### src/rtl/eeprom_pw_pkg.sv
package eeprom_pw_pkg;

    // Array geometry
    localparam int BLK_W      = 3;
    localparam int WORD_W     = 8;
    localparam int ADDR_W     = BLK_W + WORD_W;
    localparam int COL_W      = 4;
    localparam int PAGE_W     = ADDR_W - COL_W;
    localparam int PAGE_BYTES = 1 << COL_W;
    localparam int DATA_W     = 8;

    // Pointer split into the fixed page part and the wrapping column
    typedef struct packed {
        logic [PAGE_W-1:0] page;
        logic [COL_W-1:0]  col;
    } ptr_t;

    typedef enum logic [1:0] {
        CM_IDLE,
        CM_PROG,
        CM_HOLD
    } cm_state_e;

    function automatic ptr_t make_ptr(input logic [BLK_W-1:0] blk,
                                      input logic [WORD_W-1:0] word);
        logic [ADDR_W-1:0] flat;
        flat = {blk, word};
        return ptr_t'(flat);
    endfunction

    function automatic ptr_t col_step(input ptr_t p);
        ptr_t r;
        r      = p;
        r.col  = p.col + 1'b1;
        return r;
    endfunction

    function automatic ptr_t lin_step(input ptr_t p);
        logic [ADDR_W-1:0] flat;
        flat = p;
        flat = flat + 1'b1;
        return ptr_t'(flat);
    endfunction

endpackage

### src/rtl/eeprom_pw_pointer.sv
module eeprom_pw_pointer
    import eeprom_pw_pkg::*;
(
    input  logic clk,
    input  logic rst,
    input  logic load,
    input  ptr_t load_val,
    input  logic step_col,
    input  logic step_lin,
    output ptr_t ptr
);

    always_ff @(posedge clk) begin
        if (rst) begin
            ptr <= '0;
        end else if (load) begin
            ptr <= load_val;
        end else if (step_col) begin
            ptr <= col_step(ptr);
        end else if (step_lin) begin
            ptr <= lin_step(ptr);
        end
    end

    // Column steps never move the page part
    assert_page_hold_R2: assert property (@(posedge clk) disable iff (rst)
        (step_col && !load) |=> (ptr.page == $past(ptr.page)));

    // Linear stepping wraps at the top of the array
    assert_lin_wrap_R8: assert property (@(posedge clk) disable iff (rst)
        (step_lin && !load && !step_col && ptr == '1) |=> (ptr == '0));

endmodule

### src/rtl/eeprom_pw_latch.sv
module eeprom_pw_latch
    import eeprom_pw_pkg::*;
(
    input  logic              clk,
    input  logic              rst,
    input  logic              clear,
    input  logic              wr_en,
    input  logic [COL_W-1:0]  wr_idx,
    input  logic [DATA_W-1:0] wr_data,
    input  logic [COL_W-1:0]  rd_idx,
    output logic [DATA_W-1:0] rd_data,
    output logic              rd_vld,
    output logic              any_vld
);

    logic [DATA_W-1:0]     slot_data [PAGE_BYTES];
    logic [PAGE_BYTES-1:0] slot_vld;

    for (genvar g = 0; g < PAGE_BYTES; g++) begin : g_slot
        logic [DATA_W-1:0] q;
        logic              v;
        logic              hit;

        assign hit = wr_en && (wr_idx == COL_W'(g));

        always_ff @(posedge clk) begin
            if (rst) begin
                v <= 1'b0;
            end else if (clear) begin
                v <= 1'b0;
            end else if (hit) begin
                v <= 1'b1;
            end
        end

        // Data needs no reset: a slot is only read while its valid bit is set
        always_ff @(posedge clk) begin
            if (hit) begin
                q <= wr_data;
            end
        end

        assign slot_data[g] = q;
        assign slot_vld[g]  = v;
    end

    assign rd_data = slot_data[rd_idx];
    assign rd_vld  = slot_vld[rd_idx];
    assign any_vld = |slot_vld;

    // A new sequence starts with an empty latch
    assert_clear_empty_R9: assert property (@(posedge clk) disable iff (rst)
        clear |=> !any_vld);

endmodule

### src/rtl/eeprom_pw_commit.sv
module eeprom_pw_commit
    import eeprom_pw_pkg::*;
#(
    // Must exceed PAGE_BYTES: the scan of the latch sits inside the cycle
    parameter int WRITE_CYCLES = 500
) (
    input  logic              clk,
    input  logic              rst,
    input  logic              start,
    input  logic [PAGE_W-1:0] page,
    output logic [COL_W-1:0]  lat_idx,
    input  logic              lat_vld,
    input  logic [DATA_W-1:0] lat_data,
    output logic              mem_we,
    output logic [ADDR_W-1:0] mem_addr,
    output logic [DATA_W-1:0] mem_wdata,
    output logic              busy
);

    localparam int CNT_W = $clog2(WRITE_CYCLES + 1);
    localparam logic [CNT_W-1:0] LAST_CNT = CNT_W'(WRITE_CYCLES - 1);
    localparam logic [CNT_W-1:0] SCAN_END = CNT_W'(PAGE_BYTES - 1);

    cm_state_e         state;
    logic [CNT_W-1:0]  cnt;
    logic [PAGE_W-1:0] page_q;

    always_ff @(posedge clk) begin
        if (rst) begin
            state  <= CM_IDLE;
            cnt    <= '0;
            page_q <= '0;
        end else begin
            unique case (state)
                CM_IDLE: begin
                    if (start) begin
                        state  <= CM_PROG;
                        cnt    <= '0;
                        page_q <= page;
                    end
                end
                CM_PROG: begin
                    cnt <= cnt + 1'b1;
                    if (cnt == SCAN_END) begin
                        state <= CM_HOLD;
                    end
                end
                CM_HOLD: begin
                    if (cnt == LAST_CNT) begin
                        state <= CM_IDLE;
                        cnt   <= '0;
                    end else begin
                        cnt <= cnt + 1'b1;
                    end
                end
                default: state <= CM_IDLE;
            endcase
        end
    end

    assign busy      = (state != CM_IDLE);
    assign lat_idx   = cnt[COL_W-1:0];
    assign mem_we    = (state == CM_PROG) && lat_vld;
    assign mem_addr  = {page_q, lat_idx};
    assign mem_wdata = lat_data;

    // The write cycle only begins on a commit request
    assert_busy_start_R4: assert property (@(posedge clk) disable iff (rst)
        $rose(busy) |-> $past(start));

endmodule

### src/rtl/eeprom_page_writer.sv
module eeprom_page_writer
    import eeprom_pw_pkg::*;
#(
    parameter int WRITE_CYCLES = 500
) (
    input  logic               clk,
    input  logic               rst,
    input  logic               addr_valid,
    input  logic [BLK_W-1:0]   addr_blk,
    input  logic [WORD_W-1:0]  addr_word,
    input  logic               wdata_valid,
    input  logic [DATA_W-1:0]  wdata,
    input  logic               stop_evt,
    input  logic               rd_req,
    input  logic               wp,
    output logic               busy,
    output logic               rdata_valid,
    output logic [DATA_W-1:0]  rdata,
    output logic               mem_we,
    output logic               mem_re,
    output logic [ADDR_W-1:0]  mem_addr,
    output logic [DATA_W-1:0]  mem_wdata,
    input  logic [DATA_W-1:0]  mem_rdata
);

    ptr_t              ptr;
    logic              seq_active;
    logic              addr_take;
    logic              data_take;
    logic              stop_take;
    logic              rd_take;
    logic              commit_go;
    logic [COL_W-1:0]  lat_idx;
    logic [DATA_W-1:0] lat_data;
    logic              lat_vld;
    logic              lat_any;
    logic [ADDR_W-1:0] cm_addr;

    // Command acceptance: nothing is taken while the write cycle runs
    assign addr_take = addr_valid && !busy;
    assign data_take = wdata_valid && seq_active && !busy && !addr_valid;
    assign stop_take = stop_evt && seq_active && !busy && !addr_valid;
    assign rd_take   = rd_req && !busy && !seq_active && !addr_valid;
    assign commit_go = stop_take && !wp && (lat_any || data_take);

    always_ff @(posedge clk) begin
        if (rst) begin
            seq_active  <= 1'b0;
            rdata_valid <= 1'b0;
        end else begin
            if (addr_take) begin
                seq_active <= 1'b1;
            end else if (stop_take) begin
                seq_active <= 1'b0;
            end
            rdata_valid <= rd_take;
        end
    end

    eeprom_pw_pointer u_pointer (
        .clk      (clk),
        .rst      (rst),
        .load     (addr_take),
        .load_val (make_ptr(addr_blk, addr_word)),
        .step_col (data_take),
        .step_lin (rd_take),
        .ptr      (ptr)
    );

    eeprom_pw_latch u_latch (
        .clk     (clk),
        .rst     (rst),
        .clear   (addr_take),
        .wr_en   (data_take),
        .wr_idx  (ptr.col),
        .wr_data (wdata),
        .rd_idx  (lat_idx),
        .rd_data (lat_data),
        .rd_vld  (lat_vld),
        .any_vld (lat_any)
    );

    eeprom_pw_commit #(
        .WRITE_CYCLES (WRITE_CYCLES)
    ) u_commit (
        .clk       (clk),
        .rst       (rst),
        .start     (commit_go),
        .page      (ptr.page),
        .lat_idx   (lat_idx),
        .lat_vld   (lat_vld),
        .lat_data  (lat_data),
        .mem_we    (mem_we),
        .mem_addr  (cm_addr),
        .mem_wdata (mem_wdata),
        .busy      (busy)
    );

    assign mem_re   = rd_take;
    assign mem_addr = busy ? cm_addr : ADDR_W'(ptr);
    assign rdata    = mem_rdata;

    // Array writes only happen inside the self-timed cycle
    assert_we_in_busy_R4: assert property (@(posedge clk) disable iff (rst)
        mem_we |-> busy);

    // Protected STOP never starts a cycle
    assert_wp_no_busy_R7: assert property (@(posedge clk) disable iff (rst)
        (stop_evt && wp && !busy) |=> !busy);

    // Reads are refused during the write cycle
    assert_busy_no_read_R10: assert property (@(posedge clk) disable iff (rst)
        (rd_req && busy) |=> !rdata_valid);

endmodule

### config.mk
export PLATFORM = sky130hd
export DESIGN_NAME = eeprom_page_writer
export DESIGN_NICKNAME = d
export VERILOG_FILES = /design/src/rtl/eeprom_pw_pkg.sv /design/src/rtl/eeprom_pw_pointer.sv /design/src/rtl/eeprom_pw_latch.sv /design/src/rtl/eeprom_pw_commit.sv /design/src/rtl/eeprom_page_writer.sv
export SDC_FILE = /design/constraint.sdc
export NUM_CORES = 1
export LEC_CHECK = 0
export BUFFER_PORTS_ARGS = -buffer_cell sky130_fd_sc_hd__buf_2
export CAP_MARGIN = 20
export CORE_ASPECT_RATIO = 0.7
export CORE_UTILIZATION = 33
export DETAILED_ROUTE_END_ITERATION = 10
export GPL_ROUTABILITY_DRIVEN = 0
export GPL_TIMING_DRIVEN = 0
export PLACE_DENSITY = 0.46
export SYNTH_ARGS = -nofsm -noshare
export SYNTH_HDL_FRONTEND = slang
export SYNTH_HIERARCHICAL = 1
export SYNTH_SLANG_ARGS = --single-unit
### constraint.sdc
create_clock -name clk -period 7.9 [get_ports clk]
set_clock_uncertainty 0.05 [all_clocks]
set_input_delay 1.185 -clock clk [delete_from_list [all_inputs] [get_ports clk]]
set_output_delay 1.185 -clock clk [all_outputs]
set_load 0.005 [all_outputs]
==> results of run 1 <==
## Yosys cell counts (3+ instances only)
cell	instances
a21oi_1	10
a22oi_1	19
a311oi_1	8
and2_1	3
buf_2	3
buf_4	27
buf_6	3
clkbuf_1	6
dfxtp_1	47
edfxtp_1	128
ha_1	6
inv_1	7
mux2_2	11
mux2i_1	3
mux4_1	14
mux4_2	22
nand2_1	28
nand2b_1	4
nand3_1	15
nand3b_1	3
nand4_1	3
nor2_1	37
nor2b_1	5
nor3_1	7
nor4_1	6
o21a_1	17
o21ai_0	8
o31ai_1	3
or4_1	4
xnor2_1	4
xor2_1	3
## cell type report
type | instances | area (sq um)
Fill cell | 2017 | 13100
Sequential cell | 175 | 4780
Multi-Input combinational cell | 268 | 2410
Clock buffer | 18 | 429
Tap cell | 305 | 382
Timing Repair Buffer | 65 | 374
Buffer | 43 | 328
Clock inverter | 14 | 138
Inverter | 8 | 30.0
## critical path, stage by stage, from the launching register on
cell,delay (ns)
dfxtp_1,0.40
buf_4,0.14
clkbuf_8,0.16
clkbuf_1,0.61
mux4_2,0.40
a22oi_1,0.33
nand2_1,0.10
buf_4,0.15
buf_2,0.12
## through the flow
| stage | setup slack, ns | cell area (sq um) | hold slack [ns] |
|---|---|---|---|
| CTS | 3.82 | 8840 | 0.411 |
| floorplan | 4.72 | 7530 | 0.383 |
| detailed placement | 4.09 | 8280 | 0.400 |
| global placement | 3.67 | 8190 | 0.392 |
| global route | 3.72 | 8870 | 0.446 |
| finish | 3.83 | 8870 | 0.414 |
## logic make-up (layout without fill, tap and decap cells)
group	after synthesis	count (layout)	synth area share (%)
mux	50	50	13.5
xor+xnor	7	7	0.814
simple gates	128	128	8.72
buf+inv	51	148	4.75
fa+ha+maj	6	6	0.997
compound gates	77	77	7.66
flops	175	175	63.5
## routing by layer
layer,track usage (%),up-vias
met2,24.9,125
li1,-,2099
met5,0,-
met3,3.79,13
met4,4.89,0
met1,24.3,2309
## report_power, final
part | internal [mW] | switching (mW) | total (mW)
sequential | 0.996 | 0.0183 | 1.01
clock | 0.440 | 0.368 | 0.808
combinational | 0.0514 | 0.0684 | 0.120
total | 1.49 | 0.455 | 1.94
## registers in the layout (all words and copies together) (netlist names)
| signal | flops |
|---|---|
| u_commit/cnt | 9 |
| u_commit/page_q | 7 |
| u_latch/g_slot.q | 128 |
| u_commit/state | 2 |
| u_pointer/ptr | 11 |
| rdata_valid | 1 |
| u_latch/g_slot.v | 16 |
| seq_active | 1 |
## path summary, 6_finish.rpt
path / end / slack, ns / cells after the start
setup reg to reg: u_latch/g_slot[12].q[0] / 4.21 / 8
hold / removal: u_commit/page_q[3] / 0.41 / 2
hold reg to reg: u_commit/page_q[3] / 0.41 / 2
setup / recovery: mem_wdata[2] / 3.83 / 8
==> flow_summary.json, run 1 <==
{
  "worstMarginPinSlew_ns": 1.13,
  "drive_above_1_share_pct": 30.5,
  "die_w_um": 183,
  "dieArea_sq_um": 23400,
  "hold_viol_final": 0,
  "start_util_pct": 34.2,
  "cts-resized-gates": 0,
  "core_area_sq_um": 22000,
  "crit_fanout": 10,
  "synthCells": 494,
  "grt_usage_pct": 16.7,
  "top_layer": "met4",
  "drt_first_pass_iters": 5,
  "relSlewSlack_pct": 24.4,
  "wl_um": 18200,
  "p_leak_nw": 3.02,
  "tns_ns": 0,
  "grt_antenna_before_repair": 0,
  "finalCriticalPeriod_ns": 4.07,
  "cts_setup_buffers": 0,
  "fmax_mhz": 246,
  "worst_ep_arrival_time_ns": 2.83,
  "cts-buffers-inserted": 17,
  "setup_viol": 0,
  "synth-edff-count": 128,
  "totalPowerFinal_mw": 1.94,
  "grt_pass1_vias": 4672,
  "fin_crit_sh_pct": 51.5,
  "nets": 618,
  "synth_top_cell_by_area": "edfxtp_1",
  "overflow": 0,
  "synthFlopType": "edfxtp_1",
  "avgSynthCellArea_sq_um": 15.2,
  "drt-met1-wl_um": 9140,
  "die_h_um": 128,
  "synth_area_leaders": "edfxtp_1, dfxtp_1, mux4_2, mux4_1, buf_4",
  "htree_levels": 4,
  "num_antenna_cells": 0,
  "path_clk_slew_ns": 0.07,
  "worstSetupStartpointType": "register",
  "vias_per_cell": 5.07,
  "rows": 45,
  "cap_violations": 0,
  "rsz0062_at_grt": "no",
  "yosys_warnings": 6,
  "root_buffer": "clkbuf_16",
  "startpoint": "u_commit/cnt[1]",
  "status": "completed",
  "drc_errors": 0,
  "synth_nets": 534,
  "ys_types": 57,
  "grt_pass1_wl_um": 28100,
  "ys_async_sr_fraction_pct": 0,
  "fin_util_pct": 40.3,
  "cts.sinks": 175,
  "min_path_type": "register to register",
  "avgRoutedWirePerCell_um": 20.3,
  "drt_iter0_markers": 315,
  "yosysSeqAreaShare_pct": 63.5,
  "holdCritStartpoint": "u_commit/page_q[3]",
  "cts.path.max_buffers": 2,
  "portBuffers": 56,
  "syn_area_sq_um": 7530,
  "io_pins": 65,
  "insertion_delay_ns": 0.43,
  "post-dp-hpwl_um": 12200,
  "layout_common_cells": "edfxtp_1, buf_2, dfxtp_1",
  "route.met2.wl_um": 7970,
  "cp.required_ns": 6.66,
  "areaGrowthSynthToFinish_pct": 17.8,
  "timing.rr.start": "u_commit/state[1]",
  "detail-route-antenna-nets": 0,
  "synth_top_area_share_pct": 51.0,
  "cts_hold_buf": 0,
  "power_density_nw_per_um2": 219,
  "final_common_cell": "edfxtp_1",
  "drv_slew": 0,
  "ir_drop_mv": 0.144,
  "end_kind": "primary output",
  "wl_met3_um": 893,
  "vias": 4546,
  "cts_tree": "built",
  "finalNonFillerCells": 896,
  "placed_cells": 861,
  "ys_ff_latch": 175,
  "grt_max_degree": 17,
  "crit_type": "register to primary output"
}
No activity file was read; power rests on OpenSTA's default activity.
==> inputs of run 2 (changes only) <==
- clock period: 7.9 -> 3.8 ns (I/O delays scaled with it)
==> flow_summary.json, run 2 (synthesis gave the netlist of run 1 again) <==
{
  "status": "completed",
  "grt_usage_pct": 16.7,
  "rsz0062_at_grt": "no",
  "placed_cells": 861,
  "largest_register_ffs": 128,
  "drc_errors": 0,
  "cts_tree": "built",
  "fin_util_pct": 40.3,
  "place_ws_ns": 0.0200,
  "die_h_um": 128,
  "finalNonFillerCells": 895,
  "top_regs": "u_latch/g_slot.q x128, u_latch/g_slot.v x16, u_pointer/ptr x11",
  "hold_viol_final": 0,
  "reg2reg_depth": 8,
  "avgRoutedWirePerCell_um": 20.3,
  "detail-route-antenna-nets": 0,
  "largest-register": "u_latch/g_slot.q",
  "wl_um": 18200,
  "nets": 617,
  "cts.path.max_buffers": 2,
  "fillCellCount": 2018,
  "grt-busiest-layer": "met2",
  "htree_levels": 4,
  "drt_iter0_markers": 295,
  "finalCriticalPeriod_ns": 3.47,
  "hold_end": "u_pointer/ptr[0]",
  "use_met1_pct": 24.3,
  "dieArea_sq_um": 23400,
  "overflow": 0,
  "crit_type": "register to register",
  "io_pins": 65,
  "ir_drop_mv": 0.301,
  "worstSetupStartpointType": "register",
  "relSlewSlack_pct": 25.0,
  "num_antenna_cells": 0,
  "power_density_nw_per_um2": 455,
  "worst_ep_arrival_time_ns": 3.47,
  "drive_above_1_share_pct": 30.8,
  "cts.sinks": 175,
  "tns_ns": 0,
  "reg2reg_setup_slack_ns": 0.33,
  "drv_slew": 0,
  "final_common_cell": "edfxtp_1",
  "vias_per_cell": 5.05,
  "grt_pass1_vias": 4674,
  "root_buffer": "clkbuf_16",
  "areaGrowthSynthToFinish_pct": 17.8,
  "fin_crit_sh_pct": 91.4,
  "die_w_um": 183,
  "cts_hold_buf": 0,
  "setup_viol": 0,
  "post-dp-hpwl_um": 12200,
  "vias": 4524,
  "hold_ws_ns": 0.354,
  "grt_antenna_before_repair": 0,
  "min_path_type": "primary input to register",
  "cts-buffers-inserted": 17,
  "grt_pass1_wl_um": 28200,
  "cap_violations": 0,
  "reg2reg_to": "u_latch/g_slot[8].q[6]",
  "end_kind": "register",
  "portBuffers": 56,
  "place_area_sq_um": 8280,
  "min_path_cells": 3,
  "p_leak_nw": 3.02,
  "fmax_mhz": 288,
  "core_area_sq_um": 22000,
  "holdCritStartpoint": "addr_word[0]",
  "drt_first_pass_iters": 5,
  "cp.required_ns": 3.80,
  "start_util_pct": 34.2,
  "totalPowerFinal_mw": 4.04,
  "finalWorstSetupSlack_ns": 0.327,
  "path_clk_slew_ns": 0.07,
  "grt_max_degree": 17,
  "rows": 45,
  "worstMarginPinSlew_ns": 1.12,
  "grt_util_met2_pct": 24.9,
  "timing.rr.start": "u_commit/state[1]",
  "grt_use_met3_pct": 3.79,
  "insertion_delay_ns": 0.43,
  "layout_common_cells": "edfxtp_1, buf_2, dfxtp_1",
  "crit_fanout": 11,
  "finalInstanceArea_sq_um": 8870
}
## run 2: cell count changes in the layout (fill, tap and decap cells not counted)
cell    before  now
nor2_1      37   34
buf_6       10    9
nor2_2       0    3
## run 2: repair_timing
action	CTS	global route
gates resized for setup	1	2
setup buffers	0	0
setup endpoints to repair	1	17
## run 2: worst max path at each step
stage,cells past startpoint,startpoint,slack [ns],endpoint
3_3_place_gp,8,u_commit/state[1],-0.37,u_latch/g_slot[0].q[2]
6_report,8,u_commit/state[1],0.33,u_latch/g_slot[8].q[6]
4_1_cts,8,u_commit/state[0],0.07,u_latch/g_slot[4].q[3]
2_1_floorplan,8,u_commit/state[0],0.73,u_latch/g_slot[0].q[0]
3_5_place_dp,8,u_commit/state[0],0.02,u_latch/g_slot[8].q[4]
5_1_grt,8,u_commit/state[0],0.09,u_latch/g_slot[8].q[6]
## run 2: routing by layer
metal	vias to the layer above	part of all wire, %	routed length, um
met3	14	6.0	1090
met4	0	0.98	178
met5	-	0	0
met1	2281	49	9000
met2	133	44	7940
li1	2096	-	-
## run 2: layout make-up
type | count | area, sq um | area share [%]
plain buffers | 43 | 328 | 3.70
clock buffers | 18 | 429 | 4.84
clock inverters | 14 | 138 | 1.55
inverters | 8 | 30.0 | 0.339
multi-input cells | 268 | 2410 | 27.2
flip-flops and latches | 175 | 4780 | 54.0
well taps | 305 | 382 | 4.30
repair buffers | 64 | 363 | 4.09
## run 2: report_power, final
part / switching (mW) / internal [mW] / total [mW]
sequential: 0.0381 / 2.07 / 2.11
clock: 0.765 / 0.914 / 1.68
combinational: 0.142 / 0.107 / 0.249
## run 2: worst max-delay path, stage by stage, from the launching register on
cell and delay (ns):
dfxtp_1 0.34, inv_1 0.10, ha_1 0.19, clkbuf_1 0.36, inv_1 0.25, nor2_1 0.18
and3_1 0.41, or3b_2 0.57, nor2_2 0.63
==> inputs of run 3 (changes only) <==
- CORE_MARGIN: not set -> 3
- CORE_UTILIZATION: 33 -> 40
- PLACE_DENSITY: 0.46 -> 0.54
==> flow_summary.json, run 3 (synthesis gave the netlist of run 1 again) <==
{
  "status": "completed",
  "place_ws_ns": 0.129,
  "worstSetupStartpointType": "register",
  "detail-route-antenna-nets": 0,
  "areaGrowthSynthToFinish_pct": 15.8,
  "vias_per_cell": 5.54,
  "drv_slew": 0,
  "grt_pass1_vias": 4512,
  "grt_max_degree": 17,
  "relSlewSlack_pct": 24.2,
  "worstMarginPinSlew_ns": 1.13,
  "totalPowerFinal_mw": 3.99,
  "die_h_um": 121,
  "startpoint": "u_commit/cnt[1]",
  "top_regs": "u_latch/g_slot.q x128, u_latch/g_slot.v x16, u_pointer/ptr x11",
  "wl_um": 17200,
  "layout_common_cells": "edfxtp_1, buf_2, dfxtp_1",
  "setup_viol": 0,
  "grt_antenna_before_repair": 0,
  "grt_usage_pct": 17.5,
  "io_pins": 65,
  "final_common_cell": "edfxtp_1",
  "post-dp-hpwl_um": 11500,
  "min_path_type": "primary input to register",
  "holdCritStartpoint": "addr_word[0]",
  "end_kind": "primary output",
  "core_area_sq_um": 18300,
  "cts_tree": "built",
  "rsz0062_at_grt": "no",
  "finalWorstSetupSlack_ns": 0.180,
  "p_leak_nw": 2.99,
  "drc_errors": 0,
  "worst_ep_arrival_time_ns": 3.00,
  "nets": 612,
  "drt_first_pass_iters": 5,
  "htree_levels": 4,
  "avgRoutedWirePerCell_um": 21.0,
  "num_antenna_cells": 0,
  "fmax_mhz": 276,
  "power_density_nw_per_um2": 458,
  "crit_fanout": 10,
  "grt_pass1_wl_um": 26500,
  "fin_util_pct": 47.7,
  "overflow": 0,
  "root_buffer": "clkbuf_16",
  "cap_violations": 0,
  "cp.required_ns": 3.18,
  "vias": 4546,
  "drt_iter0_markers": 386,
  "timing.rr.start": "u_commit/state[1]",
  "dieArea_sq_um": 20500,
  "portBuffers": 56,
  "rows": 41,
  "drive_above_1_share_pct": 29.3,
  "cts-buffers-inserted": 17,
  "die_w_um": 170,
  "finalCriticalPeriod_ns": 3.62,
  "largest-register": "u_latch/g_slot.q",
  "ir_drop_mv": 0.213,
  "insertion_delay_ns": 0.41,
  "largest_register_ffs": 128,
  "path_clk_slew_ns": 0.06,
  "cts_hold_buf": 0,
  "cts.path.max_buffers": 2,
  "fin_crit_sh_pct": 95.3,
  "hold_viol_final": 0,
  "crit_type": "register to primary output",
  "start_util_pct": 41.2,
  "cts.sinks": 175
}
[run 3: where the power goes]
group / switching [mW] / internal (mW)
registers: 0.0353 / 2.07
logic: 0.142 / 0.106
clock network: 0.687 / 0.950
[run 3: critical path: stages (launching register included)]
cell and delay (ns):
dfxtp_1 0.40, buf_4 0.14, clkbuf_8 0.16, clkbuf_1 0.67
mux4_2 0.41, a22oi_1 0.42, nand2_1 0.11, buf_4 0.16
buf_2 0.11
[run 3: layout make-up]
| type | count | area, sq um |
|---|---|---|
| Timing Repair Buffer | 59 | 307 |
| Inverter | 8 | 30.0 |
| Fill cell | 1577 | 9550 |
| Buffer | 43 | 328 |
| Sequential cell | 175 | 4780 |
| Clock inverter | 14 | 125 |
| Tap cell | 236 | 295 |
| Clock buffer | 17 | 425 |
| Multi-Input combinational cell | 268 | 2420 |
[run 3: worst paths after layout]
path | cells after the start | slack, ns | to
setup / recovery | 8 | 0.18 | mem_wdata[1]
hold reg to reg | 2 | 0.40 | u_commit/page_q[0]
setup reg to reg | 8 | 0.32 | u_latch/g_slot[13].q[1]
hold / removal | 3 | 0.36 | u_pointer/ptr[0]
[run 3: layer usage]
layer	wire [um]	global-route usage, %
met5	0	0
met1	8780	26.8
met3	876	3.92
met2	7380	25.1
met4	179	4.76
[run 3: timing repair]
action	4_1_cts	5_1_grt
buffers inserted	0	0
endpoints found under the setup margin	0	32
resized for setup	0	4
[run 3: metrics by stage]
step | std cells | TNS, ns | hold WS, ns | instance area, sq um
after floorplan | 494 | 0 | 0.383 | 7530
after global placement | 786 | -2.25 | 0.389 | 8110
after detailed placement | 788 | 0 | 0.397 | 8140
after CTS | 819 | 0 | 0.343 | 8690
after global routing | 820 | 0 | 0.366 | 8720
final | 820 | 0 | 0.359 | 8720
